$ cat config.mk
export PLATFORM = sky130hd
export DESIGN_NAME = bank_switch_latch
export DESIGN_NICKNAME = d
export VERILOG_FILES = /design/src/rtl/bank_switch_pkg.sv /design/src/rtl/bank_window_decode.sv /design/src/rtl/bank_hold_reg.sv /design/src/rtl/bank_out_mask.sv /design/src/rtl/bank_switch_latch.sv
export SDC_FILE = /design/constraint.sdc
export NUM_CORES = 1
export LEC_CHECK = 0
export CAP_MARGIN = 20
export CORE_AREA = 2 2 39 41
export CTS_CLUSTER_DIAMETER = 80
export CTS_CLUSTER_SIZE = 40
export DETAILED_ROUTE_END_ITERATION = 8
export DIE_AREA = 0 0 41 43
export SLEW_MARGIN = 15
export SYNTH_ARGS = -nofsm -noshare
export SYNTH_HDL_FRONTEND = slang
export SYNTH_SLANG_ARGS = --single-unit
export TNS_END_PERCENT = 20
$ cat constraint.sdc
create_clock -name clk -period 2.5 [get_ports clk]
set_clock_uncertainty 0.2 [all_clocks]
set_input_delay 0.5 -clock clk [delete_from_list [all_inputs] [get_ports clk]]
set_output_delay 0.5 -clock clk [all_outputs]
set_load 0.02 [all_outputs]
$ cat src/rtl/bank_switch_pkg.sv
// Package: shared sizes and a helper for the bank switch latch.
// Assumes: the window is the block of data addresses whose upper bits are all one.
package bank_switch_pkg;
    localparam int DEF_ADDR_HI_W = 11;  // address bits A15..A5
    localparam int DEF_BANK_W    = 4;   // bank number bits

    // Returns 1 when every bit of the given upper address field is one.
    function automatic logic window_hit(input logic [DEF_ADDR_HI_W-1:0] a);
        return &a;
    endfunction
endpackage

$ cat src/rtl/bank_window_decode.sv
// Decoder: turns the address match and the write strobe into a one-cycle load enable.
// Assumes: the strobe is sampled synchronously, and any cycle with the strobe low and
// every upper address bit set counts as a bank write.
module bank_window_decode #(
    parameter int ADDR_HI_W = 11
) (
    input  logic [ADDR_HI_W-1:0] addr_hi,
    input  logic                 wr_n,
    output logic                 load_en
);
    // Qualify the active-low strobe with an all-ones address match.
    always_comb begin
        load_en = (&addr_hi) & ~wr_n;
    end
endmodule

$ cat src/rtl/bank_hold_reg.sv
// Register: holds the bank number and loads it only when the load enable is set.
// Assumes: synchronous active-low reset clears it to bank 0.
module bank_hold_reg #(
    parameter int BANK_W = 4
) (
    input  logic              clk,
    input  logic              rst_n,
    input  logic              load_en,
    input  logic [BANK_W-1:0] wdata,
    output logic [BANK_W-1:0] bank_q
);
    // Clear on reset, capture on a qualified write, hold otherwise.
    always_ff @(posedge clk) begin
        if (!rst_n) begin
            bank_q <= '0;
        end else if (load_en) begin
            bank_q <= wdata;
        end
    end
endmodule

$ cat src/rtl/bank_out_mask.sv
// Mask: passes the stored bank to the memory address lines only for upper-half accesses.
// Assumes: the top address bit set means paged space, and clear means the common area.
module bank_out_mask #(
    parameter int BANK_W = 4
) (
    input  logic              paged,
    input  logic [BANK_W-1:0] bank_q,
    output logic [BANK_W-1:0] page_addr
);
    for (genvar i = 0; i < BANK_W; i++) begin : g_bit
        // Force each address line low during common-area accesses.
        always_comb begin
            page_addr[i] = bank_q[i] & paged;
        end
    end
endmodule

$ cat src/rtl/bank_switch_latch.sv
// Top: a program bank number loaded through a data write into the top of data space,
// driven onto the upper memory address lines except while the common area is addressed.
// Assumes: cpu_addr_hi carries A15..A5, with its MSB as A15.
module bank_switch_latch #(
    parameter int ADDR_HI_W = bank_switch_pkg::DEF_ADDR_HI_W,
    parameter int BANK_W    = bank_switch_pkg::DEF_BANK_W
) (
    input  logic                 clk,
    input  logic                 rst_n,
    input  logic [ADDR_HI_W-1:0] cpu_addr_hi,
    input  logic [BANK_W-1:0]    cpu_wdata,
    input  logic                 cpu_wr_n,
    output logic [BANK_W-1:0]    page_addr
);
    localparam int TOP_BIT = ADDR_HI_W - 1;

    logic              load_en;
    logic [BANK_W-1:0] bank_q;

    bank_window_decode #(.ADDR_HI_W(ADDR_HI_W)) u_dec (
        .addr_hi (cpu_addr_hi),
        .wr_n    (cpu_wr_n),
        .load_en (load_en)
    );

    bank_hold_reg #(.BANK_W(BANK_W)) u_reg (
        .clk     (clk),
        .rst_n   (rst_n),
        .load_en (load_en),
        .wdata   (cpu_wdata),
        .bank_q  (bank_q)
    );

    bank_out_mask #(.BANK_W(BANK_W)) u_mask (
        .paged     (cpu_addr_hi[TOP_BIT]),
        .bank_q    (bank_q),
        .page_addr (page_addr)
    );
endmodule

==> qor.yml <==
outcome: "completed"
drtIter0Drc: 4
hold_class: "register to register"
cts_setup_buffers: 0
rows: 14
crit_family: "buffers and inverters"
cp_max_fo: 5
synth_area_um2: 243
path_clk_slew_ns: 0.03
io_pins: 22
cts_resized: 4
synth_top_area_frac: 0.330
grt-ovfl-total: 0
power_per_cell_area_mw_per_mm2: 361
drv_cap: 0
final-instance-count-excl-fill: 65
crit_required_ns: 1.80
pre_cts_slack_ns: 0.00329
ys_ff_latch: 4
slowest_stage: "clkdlybuf4s50_1"
tns_ns: 0
yosysWarnings: 0
netlist_top_cells_count: "nand2_1, and2_2, dfxtp_1, mux2i_1"
antenna_cells: 0
yosys.area.top_type: "dfxtp_1"
rrSetupSlack_ns: 1.75
dr.pass1.iters: 2
area_growth_pct: 104
timing.final.crit_share: 0.886
grt_antenna_before_repair: 0
fin_nets: 69
num-fill-cells: 151
hold_ws_ns: 0.249
min-delay-start: "u_reg.bank_q[3]"
slew_headroom: 0.806
yosys.cell_count.top_type: "nand2_1"
setup_violations: 0
drcViolationCount: 0
cts_tree: "done"
ys_types: 9
crit_chain: "clkdlybuf4s50_1 > and2_2 > dlygate4sd2_1"
die_area_mm2: 0.00176
whs_endpoint: "u_reg.bank_q[3]"
grt_max_degree: 9
finalCriticalPeriod_ns: 2.22
clkLatencyLatePin_ns: 0.23
top_regs: "u_reg.bank_q: 4 flops"
ir_worst_vdd_uv: 276
critPathKind: "primary input to primary output"
syn_inst: 25
io_buffers: 21
start_util: 0.175
arrival_ns: 1.52
synth_edf_count: 0
synth_nets: 43
synthTopCellsByArea: "dfxtp_1, mux2i_1, and2_2, nand2_1, nand4b_4"
gp_congestion: 0.558
cts_max_level: 1
grt.total_usage: 0.0755
leakagePower_nw: 0.220
ant_nets: 0
r2r_end: "u_reg.bank_q[1]"
cpPeakStageDelay_ns: 0.53
die_w_um: 41
die_h_um: 43
cp-end-kind: "primary output"
largest_reg_flops: 4
placedCellCount: 62
wirelength_um: 573
rsz0062_at_grt: "no"
power_w: 0.000179
regMostFlops: "u_reg.bank_q"
worst_slew_pin_slew_ns: 0.289
drive_gt1_frac: 0.224
grt_pass1_wl_um: 862
cts_buffers: 3
path_buf_inv: 2
hpwl_um: 480
cts_hold_buf: 0
fmax_mhz: 451
cts.sinks: 4
r2r_start: "u_reg.bank_q[1]"
clockBufferDepth: 2
drv_slew: 0
hold_viol_final: 0
ys_seq_area_frac: 0.330
syn_avg_cell_area_um2: 9.71
core_area_mm2: 0.00138
via_per_inst: 3.97
reg2reg_depth: 2
grt_pass1_vias: 227
num_vias: 258
ys.flop_type: "dfxtp_1"
critPathLaunchType: "primary input"
routedWlPerCell_um: 8.82
setup_ws_ns: 0.284
min_delay_path_depth: 2
synthArstFlopShare: 0
cts_root_buf: "clkbuf_4"
## worst max path at each step
stage / from / endpoint / depth (start not counted)
6_report: cpu_addr_hi[10] / page_addr[3] / 3
5_1_grt: cpu_addr_hi[10] / page_addr[2] / 3
4_1_cts: cpu_addr_hi[10] / page_addr[3] / 3
3_5_place_dp: cpu_addr_hi[10] / page_addr[3] / 3
3_3_place_gp: cpu_addr_hi[10] / page_addr[3] / 3
2_1_floorplan: cpu_addr_hi[10] / page_addr[0] / 1
## worst register-to-register path, delay by kind of cell (launching register included)
| kind | cells | cell delay, ns |
|---|---|---|
| flip-flops | 1 | 0.31 |
| multiplexers | 1 | 0.12 |
| AND/OR/NAND/NOR | 1 | 0.05 |
## stage by stage
| stage | utilization | area (um^2) |
|---|---|---|
| finish | 0.357 | 494 |
| global route | 0.357 | 494 |
| CTS | 0.357 | 494 |
| global placement | 0.344 | 477 |
| detailed placement | 0.344 | 477 |
| floorplan | - | 243 |
## kinds of logic after synthesis
group / Yosys count / synth area share
buf+inv: 1 / 0.0154
flops: 4 / 0.330
mux: 4 / 0.165
simple gates: 16 / 0.490
## area by class of cell
class	count	area (um^2)	share of cell area
multi-input combinational	20	159	0.322
timing repair buffer	22	213	0.430
clock buffer	3	22.5	0.0456
sequential	4	80.1	0.162
tap	16	20.0	0.0405
## layout by cell type (no fill, tap or decap)
master and instances:
clkdlybuf4s50_1 17, nand2_1 8, and2_2 4, mux2i_1 4, dlygate4sd2_1 4, dfxtp_1 4, clkbuf_4 3, nand4b_4 1
nand4_2 1, nand4_1 1, nor3_4 1, buf_4 1
## routing by layer
metal / vias to the layer above / global-route usage / part of all wire
li1: 135 / - / -
met5: - / 0 / 0
met4: 0 / 0.0200 / 0
met3: 0 / 0.0628 / 0.16
met2: 16 / 0.113 / 0.48
met1: 107 / 0.0779 / 0.36
## report_power, final
part / leakage (nW) / switching, W / total, W / internal [W]
Clock: 0.0138 / 0.0000249 / 0.0000784 / 0.0000536
Combinational: 0.174 / 0.00000937 / 0.0000360 / 0.0000267
Sequential: 0.0322 / 0.00000000492 / 0.0000642 / 0.0000642
Total: 0.220 / 0.0000342 / 0.000179 / 0.000144
Power figures use the tool's default switching activity.
